### src/rtl/shadd_pkg.sv
// Package: shared constants and the step schedule of the scaler.
// Assumes the ratio 625/1024 = 0.1001110001b is fixed at design time;
// the schedule below is the add-then-shift expansion of that constant.
package shadd_pkg;

    // Logical right shift applied to x when the accumulator is loaded.
    localparam int unsigned PRE_SHIFT = 4;

    // Number of add-then-shift steps after the load.
    localparam int unsigned N_STEPS = 4;

    localparam int unsigned STEP_IDX_W = $clog2(N_STEPS);

    // Shift amount applied after the addition in step idx.
    function automatic int unsigned step_shift(input int unsigned idx);
        case (idx)
            0:       return 1;
            1:       return 1;
            2:       return 3;
            default: return 1;
        endcase
    endfunction

    // Total right shift over the whole recurrence (fraction bits needed).
    function automatic int unsigned total_shift();
        int unsigned s;
        s = PRE_SHIFT;
        for (int unsigned k = 0; k < N_STEPS; k++) begin
            s = s + step_shift(k);
        end
        return s;
    endfunction

    typedef enum logic [0:0] {
        ST_IDLE = 1'b0,
        ST_RUN  = 1'b1
    } scaler_state_e;

endpackage

### src/rtl/shadd_ctrl.sv
// Module: sequencer of the scaler.
// Accepts a start while idle, walks the step index through N_STEPS clocks
// and pulses done on the clock that retires the last step.
// Assumes start is a level sampled on rising edges; it has no effect while running.
module shadd_ctrl
    import shadd_pkg::*;
(
    input  logic                  clk,
    input  logic                  rst_n,
    input  logic                  start,
    output logic                  load,
    output logic                  step_en,
    output logic                  last_step,
    output logic [STEP_IDX_W-1:0] step_idx,
    output logic                  busy,
    output logic                  done
);

    scaler_state_e         state_q;
    logic [STEP_IDX_W-1:0] idx_q;
    logic                  done_q;

    // Decode the strobes that drive the datapath.
    always_comb begin
        load      = (state_q == ST_IDLE) && start;
        step_en   = (state_q == ST_RUN);
        last_step = (state_q == ST_RUN) && (idx_q == STEP_IDX_W'(N_STEPS - 1));
    end

    // Advance the state, the step index and the done pulse.
    always_ff @(posedge clk) begin
        if (!rst_n) begin
            state_q <= ST_IDLE;
            idx_q   <= '0;
            done_q  <= 1'b0;
        end else begin
            done_q <= 1'b0;
            case (state_q)
                ST_IDLE: begin
                    if (start) begin
                        state_q <= ST_RUN;
                        idx_q   <= '0;
                    end
                end
                default: begin
                    if (idx_q == STEP_IDX_W'(N_STEPS - 1)) begin
                        state_q <= ST_IDLE;
                        done_q  <= 1'b1;
                    end else begin
                        idx_q <= idx_q + 1'b1;
                    end
                end
            endcase
        end
    end

    assign step_idx = idx_q;
    assign busy     = (state_q == ST_RUN);
    assign done     = done_q;

    // done is a single-cycle pulse.
    a_r4_done_single: assert property (@(posedge clk) disable iff (!rst_n)
        done |=> !done);

    // the busy window always closes with a completion.
    a_r4_busy_ends_in_done: assert property (@(posedge clk) disable iff (!rst_n)
        $fell(busy) |-> done);

endmodule

### src/rtl/shadd_datapath.sv
// Module: accumulator datapath of the scaler.
// Holds the operand and a fixed-point accumulator with FRAC fraction bits.
// On load, the accumulator takes x >> PRE_SHIFT. Each step adds x and then
// shifts right logically by the scheduled amount. Assumes FRAC is at least
// the total shift, so every shift is exact and the integer part is floor().
module shadd_datapath
    import shadd_pkg::*;
#(
    parameter int unsigned XW   = 32,
    parameter int unsigned FRAC = 10
) (
    input  logic                  clk,
    input  logic                  rst_n,
    input  logic                  load,
    input  logic                  step_en,
    input  logic                  last_step,
    input  logic [STEP_IDX_W-1:0] step_idx,
    input  logic [XW-1:0]         x_in,
    output logic [XW-1:0]         result
);

    // Two guard bits: the accumulator plus x stays below 3 * 2^(XW+FRAC).
    localparam int unsigned ACC_W = XW + FRAC + 2;

    logic [XW-1:0]    x_q;
    logic [ACC_W-1:0] acc_q;
    logic [ACC_W-1:0] x_fix;
    logic [ACC_W-1:0] load_val;
    logic [ACC_W-1:0] sum;
    logic [ACC_W-1:0] cand [N_STEPS];
    logic [ACC_W-1:0] acc_next;
    logic [XW-1:0]    result_q;

    // Place the operands on the fixed-point grid and form the step sum.
    always_comb begin
        x_fix    = ACC_W'({x_q, {FRAC{1'b0}}});
        load_val = ACC_W'({x_in, {FRAC{1'b0}}}) >> PRE_SHIFT;
        sum      = acc_q + x_fix;
    end

    // One logical shifter per scheduled step; the shift follows the add.
    for (genvar k = 0; k < N_STEPS; k++) begin : g_step
        assign cand[k] = sum >> step_shift(k);
    end

    // Pick the shifter output for the current step.
    assign acc_next = cand[step_idx];

    // Load the operand, run the recurrence and capture the integer part.
    always_ff @(posedge clk) begin
        if (!rst_n) begin
            x_q      <= '0;
            acc_q    <= '0;
            result_q <= '0;
        end else if (load) begin
            x_q   <= x_in;
            acc_q <= load_val;
        end else if (step_en) begin
            acc_q <= acc_next;
            if (last_step) begin
                result_q <= acc_next[FRAC +: XW];
            end
        end
    end

    assign result = result_q;

    // the latched operand does not move while the steps run.
    a_r5_operand_held: assert property (@(posedge clk) disable iff (!rst_n)
        step_en |=> (!step_en || $stable(x_q)));

endmodule

### src/rtl/shadd_scaler.sv
// Module: top of the fixed-ratio shift-add scaler.
// Computes floor(x * 10000 / 16384) for an unsigned operand through the
// schedule in shadd_pkg, one step per clock, with start/busy/done handshake.
// Assumes the caller holds off new work until done, since start is ignored while busy.
module shadd_scaler
    import shadd_pkg::*;
#(
    parameter int unsigned XW = 32
) (
    input  logic          clk,
    input  logic          rst_n,
    input  logic          start,
    input  logic [XW-1:0] x_in,
    output logic [XW-1:0] result,
    output logic          busy,
    output logic          done
);

    localparam int unsigned FRAC = total_shift();

    logic                  load;
    logic                  step_en;
    logic                  last_step;
    logic [STEP_IDX_W-1:0] step_idx;

    shadd_ctrl u_ctrl (
        .clk       (clk),
        .rst_n     (rst_n),
        .start     (start),
        .load      (load),
        .step_en   (step_en),
        .last_step (last_step),
        .step_idx  (step_idx),
        .busy      (busy),
        .done      (done)
    );

    shadd_datapath #(
        .XW   (XW),
        .FRAC (FRAC)
    ) u_dp (
        .clk       (clk),
        .rst_n     (rst_n),
        .load      (load),
        .step_en   (step_en),
        .last_step (last_step),
        .step_idx  (step_idx),
        .x_in      (x_in),
        .result    (result)
    );

    // the result changes only on a completion.
    a_r8_result_hold: assert property (@(posedge clk) disable iff (!rst_n)
        !done |-> $stable(result));

    // a completion always follows a busy cycle.
    a_r4_done_after_busy: assert property (@(posedge clk) disable iff (!rst_n)
        done |-> $past(busy));

endmodule

### config.mk
export PLATFORM = sky130hd
export DESIGN_NAME = shadd_scaler
export DESIGN_NICKNAME = d
export VERILOG_FILES = /design/src/rtl/shadd_pkg.sv /design/src/rtl/shadd_ctrl.sv /design/src/rtl/shadd_datapath.sv /design/src/rtl/shadd_scaler.sv
export SDC_FILE = /design/constraint.sdc
export NUM_CORES = 1
export LEC_CHECK = 0
export BUFFER_PORTS_ARGS = -buffer_cell sky130_fd_sc_hd__buf_2
export CAP_MARGIN = 20
export CORE_MARGIN = 2
export CORE_UTILIZATION = 64
export CTS_BUF_LIST = sky130_fd_sc_hd__clkbuf_4 sky130_fd_sc_hd__clkbuf_8 sky130_fd_sc_hd__clkbuf_16
export DETAILED_ROUTE_END_ITERATION = 6
export GPL_ROUTABILITY_DRIVEN = 0
export PLACE_DENSITY = 0.9
export RECOVER_POWER = 25
export SKIP_CTS_REPAIR_TIMING = 1
export SKIP_LAST_GASP = 1
export SYNTH_ARGS = -nofsm -noshare
export SYNTH_HDL_FRONTEND = slang
export SYNTH_SLANG_ARGS = --single-unit
### constraint.sdc
create_clock -name clk -period 7.2 [get_ports clk]
set_input_delay 1.44 -clock clk [delete_from_list [all_inputs] [get_ports clk]]
set_output_delay 1.44 -clock clk [all_outputs]
set_load 0.01 [all_outputs]
* Yosys cells after proc, flatten, opt, wreduce, memory -nomap -nowiden
Index checks and enable logic that the tools add are counted.
** Word-level totals
- Memories kept :: 0
- RAM bits :: 0
- Output and inout bits :: 34
- Latch bits :: 0
- Flip-flop bits (word level) :: 112
- ROM bits :: 0
- Word-level logic and storage cells :: 36
** Cells by class
- Multiply operators :: 0
- Bitwise gates (word level) :: 4
- Reductions and logical operators :: 8
- Equal/unequal tests :: 2
- Multiplexer cells :: 12
- $add $sub $neg :: 2
- Shift operators :: 0
- Divide/modulo/power cells :: 0
- Magnitude comparators :: 1
** Operators by type and width (count)
- 44-bit binary-select mux with 2-bit select :: 1
- 44-bit two-way mux :: 2
- 38-bit two-way mux :: 2
- 44-bit by 42-bit adder with 44-bit output :: 1
- 2-bit two-way mux :: 3
- 1-bit two-way mux :: 4
- 2-bit AND reduction :: 2
- 2-bit nonzero test :: 2
- 3-bit >= comparator, second input constant :: 1
- 1-bit inverter :: 3
- 2-bit inverter with 3-bit output :: 1
- 3-bit AND reduction :: 1
- 2-bit by 1-bit adder with 2-bit output, second input constant :: 1
- 2-bit equality test, second input constant :: 1
- 1-bit logical AND :: 2
- 2-bit != test, second input constant :: 1
- 2-bit OR reduction :: 1

* Logic depth before layout (Yosys ltp)
- Depth after elaboration :: 6
- Depth in mapped cells :: 10

* Hierarchy
Synthesis repeated with hierarchy kept, for this count alone.
** Second synthesis, totals
- Cells, all modules :: 778
- Area total of the unflattened synthesis :: 6243.5 µm²
** Modules (own cells, without submodules)
- shadd_datapath :: instances 1, sequential area each 1941.9 µm², cells each 760, area each 6055.8 µm²
- shadd_ctrl :: instances 1, sequential area each 80.1 µm², cells each 18, area each 187.7 µm²

* Worst setup path after synthesis
Ideal clock, no wire load.
- Path kind :: reg2reg
- Start point :: register u_dp.acc_q[11]
- End point :: register u_dp.acc_q[41]
- Period minus slack after synthesis :: 2.499 ns
- Arrival :: 2.403 ns
- Required time :: 7.104 ns
- Setup slack :: 4.701 ns
- Stages on the path, launching flop included :: 11
- Path through :: dfxtp_1 inv_1 fa_1 nand2b_1 a21oi_1 o31ai_4 a2111o_1 a21oi_2 or3_1 nand2_1 o41ai_2
** On the way
- Cells in the longest elaborated chain, start to end :: 4
** RTL lines
- start, declared :: RTL line shadd_datapath.sv:26 : logic [ACC_W-1:0] acc_q;
- start signal, assigned :: RTL line shadd_datapath.sv:57 : acc_q <= load_val;
- start signal, assigned :: RTL line shadd_datapath.sv:59 : acc_q <= acc_next;
- 44-bit by 42-bit adder with 44-bit output :: RTL line shadd_datapath.sv:38 : sum = acc_q + x_fix;
- 44-bit binary-select mux with 2-bit select :: RTL line shadd_datapath.sv:47 : assign acc_next = cand[step_idx];
- 44-bit two-way mux (implied by the code) (2 in series) :: RTL line shadd_datapath.sv:47
No other way between the ends. The select of a mux whose other input is x is not followed.
A chain may end at the register's enable or synchronous reset.

* Worst setup path in the final report
- Start point :: input start
- End point :: register u_dp.acc_q[41]
** On the way
- Cells in the longest elaborated chain, start to end :: 2
** RTL lines
- start, declared :: RTL line shadd_scaler.sv:12 : input logic start,
- 1-bit logical AND :: RTL line shadd_ctrl.sv:25 : load = (state_q == ST_IDLE) && start;
- 2-bit OR reduction (no source line)
No other way between the ends.

==> metrics.md <==
| Metric | Value |
|---|---|
| Max Slew Vio Count | 0 |
| Placeable core region | 9730 um^2 |
| Post-layout util | a little over two thirds |
| Starting Density | around 66% |
| EDFF count, synth | 0 |
| Worst Tran Pin Value | about 970 ps |
| Synth-to-Final Area Change | 6.77% |
| Synthesized Nets | between 800 and 900 |
| # clock sinks | 101 |
| Htree depth | 3 |
| RSZ-0062 raised after global routing | no |
| Layout cells sized above 1 | 11.9% |
| Commonest cells in the netlist | nand2_1 (119), a21oi_1 (109), dfxtp_1 (101) |
| Ys flop type | dfxtp_1 |
| Arr. time, crit path | between 3000 and 4000 ps |
| Placed cells | between 900 and 1000 |
| First-pass GRT wire length | 28300 um |
| Gate power share | between 20% and 30% |
| Mapped Area | about 6400 um^2 |
| Clock transition time at the flip-flop clock pins of the worst setup and hold paths | about 100 ps |
| Cell taking the most area after synthesis | dfxtp_1 |
| Dpl hpwl | roughly 12000 um |
| Psw | slightly above 0.0004 W |
| Routed length per instance | 17.9 um |
| CTS root buf | clkbuf_8 |
| Max Root-Sink Buffers | 2 |
| Grt total ovfl | 0 |
| Max Clock Skew | between 10 and 15 ps |
| CTS buffer count | 9 |
| Die Ht | about 100 um |
| Sequential-to-total area share from yosys stat | 31.7% |
| IO Port Bufs | 68 |
| CTS tree | done |
| Sw Share | between 30% and 40% |
| Routed vias/inst | 6.54 |
| Max cap viols | 0 |
| Vias | 6323 |
| Internal power | about 0.0009 W |
| Clk Latency, worst-skew pair | 390 ps |
| Maximum clock rate | ~300 MHz |
| Leakage power | around 2.8 nW |
| Final ANT Viol Nets | 0 |
| Vias in the first global route | approximately 6000 |
| Status | finished, final reports clean |
| Ranking of synthesized cells by area | dfxtp_1 (32%), a21oi_1 (8.6%), nand2_1 (7.0%) |
| Fin. Hold Viols | 0 |
| TNS Setup | 0 ps |
| Final Instance Area | approximately 6800 um^2 |
| I/O Pins | 69 |
| Data required time of the worst path | 7460 ps |
| Clock power frac | about a third |
| Setup crit start kind | primary input |
| Crit Path Category | in2reg |
| Crit. End Element | flip-flop |
| Hold depth | 2 |
| Syn_area_per_cell | roughly 7.9 um^2 |
| Fin cells | about 970 |
| Ant diodes | 0 |
| Row Count | 36 |
| Initial antenna violation count | 0 |
| VDD IR-drop max | ~0.10 mV |
| Die Footprint | 10800 um^2 |
| DR DRC count | 0 |
| Yosys reg bits | 101 |
| Most common cell in the netlist | nand2_1 |
| HP Class | reg2reg |
| Power Dens Cells | 194 nW/um^2 |
| Pin count of the biggest net entering global routing | 76 |
| Placed instance area | approximately 6600 um^2 |
| Tmin final | 3330 ps |
| CP max FO | 42 |
| Drt pass-1 iters | 5 |
| Post-Syn Instances | 805 |
| Reg2Reg Depth | 10 |
| Gr usage total | 31.7% |
| Die Wd | about 100 um |
| Initial DRC Count | approximately 620 |
| Distinct cells, synth | 73 |
| Syn. warnings | 0 |
| Synth async-reset ratio | 0% |
| Slew HR | between 30% and 40% |
| Seq pwr share | 46.2% |
| Fin crit share | 46.2% |
| Synth top area share | around a third |
| Nets | 897 |
| WL final | ~17000 um |
| Endpoints failing setup | 0 |
-- power groups by stage --
stage	registers (W)	clock network [W]	logic, W
after global routing	0.000613	0.000435	0.000322
final	0.000611	0.000416	0.000297
after CTS	0.000613	0.000416	0.000282
after floorplan	0.000611	0	0.000234
after global placement	0.000624	0	0.000268
after detailed placement	0.000626	0	0.000279
-- cell families after synthesis --
| family | after synthesis | synth area share [%] |
|---|---|---|
| flip-flops | 101 | 31.7 |
| XOR/XNOR | 24 | 3.41 |
| AND/OR/NAND/NOR | 261 | 19.7 |
| adder cells (fa/ha/maj) | 33 | 6.59 |
| buffers and inverters | 70 | 5.79 |
| multiplexers | 33 | 5.51 |
| AO/OA/AOI/OAI | 283 | 27.3 |
-- state kept, by name, summed over array words and instances (netlist names) --
name,cells
u_dp.result,32
u_ctrl.step_idx,2
u_dp.acc_q,33
u_ctrl.done,1
u_ctrl.busy,1
u_dp.x_q,32
-- metrics by stage --
stage                     setup WS (ps)  hold WS [ps]  power [W]
after floorplan                    4700           440   0.000845
after global placement             3640           449   0.000892
after detailed placement           3510           462   0.000905
after CTS                          3910           475    0.00131
after global routing               3760           494    0.00137
final                              3870           475    0.00132
-- placed cells by master (no fill, tap or decap), types with 4 or more instances in the layout --
| cell | count |
|---|---|
| clkbuf_1 | 33 |
| nand4_1 | 4 |
| a21o_1 | 10 |
| and3_1 | 5 |
| buf_4 | 5 |
| nand2b_1 | 10 |
| and2_1 | 8 |
| mux2i_1 | 16 |
| a211oi_1 | 33 |
| xor2_1 | 6 |
| nand2_1 | 119 |
| nor3_1 | 14 |
| inv_1 | 8 |
| a21oi_1 | 109 |
| clkbuf_8 | 11 |
| nor2b_1 | 14 |
| a31oi_1 | 14 |
| o21ai_0 | 68 |
| o31ai_1 | 4 |
| xnor2_1 | 17 |
| nand3b_1 | 7 |
| o21a_1 | 7 |
| nor2_1 | 40 |
| dfxtp_1 | 100 |
| buf_2 | 35 |
| mux2_2 | 17 |
| nand3_1 | 17 |
| ha_1 | 32 |
-- final timing paths --
check | endpoint | slack [ps] | from
min | u_dp.result[3]$_SDFFE_PN0P_ | 480 | u_dp.result[3]$_SDFFE_PN0P_
max reg2reg | u_dp.acc_q[41]$_SDFFE_PP0P_ | 4140 | u_dp.x_q[0]$_SDFFE_PN0P_
min reg2reg | u_dp.result[3]$_SDFFE_PN0P_ | 480 | u_dp.result[3]$_SDFFE_PN0P_
max | u_dp.acc_q[41]$_SDFFE_PP0P_ | 3870 | start
-- critical path: stages --
cell and delay [ps]:
buf_2 700, and2b_1 660, buf_4 370, nor2_1 140, nand3b_1 160, o41ai_2 80
-- cell type report --
cell class                      count  area [um^2]
Fill cell                         799         2920
Clock buffer                       11          151
Clock inverter                      5         82.6
Inverter                            9         33.8
Timing Repair Buffer               74          364
Multi-Input combinational cell    634         3990
Sequential cell                   101         2020
Tap cell                          133          166
-- per-layer routing --
metal / up-vias / share of wire, % / GRT usage (%)
met1: 2951 / 41 / 39.9
met2: 360 / 47 / 51.5
met3: 73 / 8.5 / 4.85
met4: 0 / 3.9 / 18.3
met5: - / 0 / 0
li1: 2939 / - / -
Power figures use the tool's default switching activity.
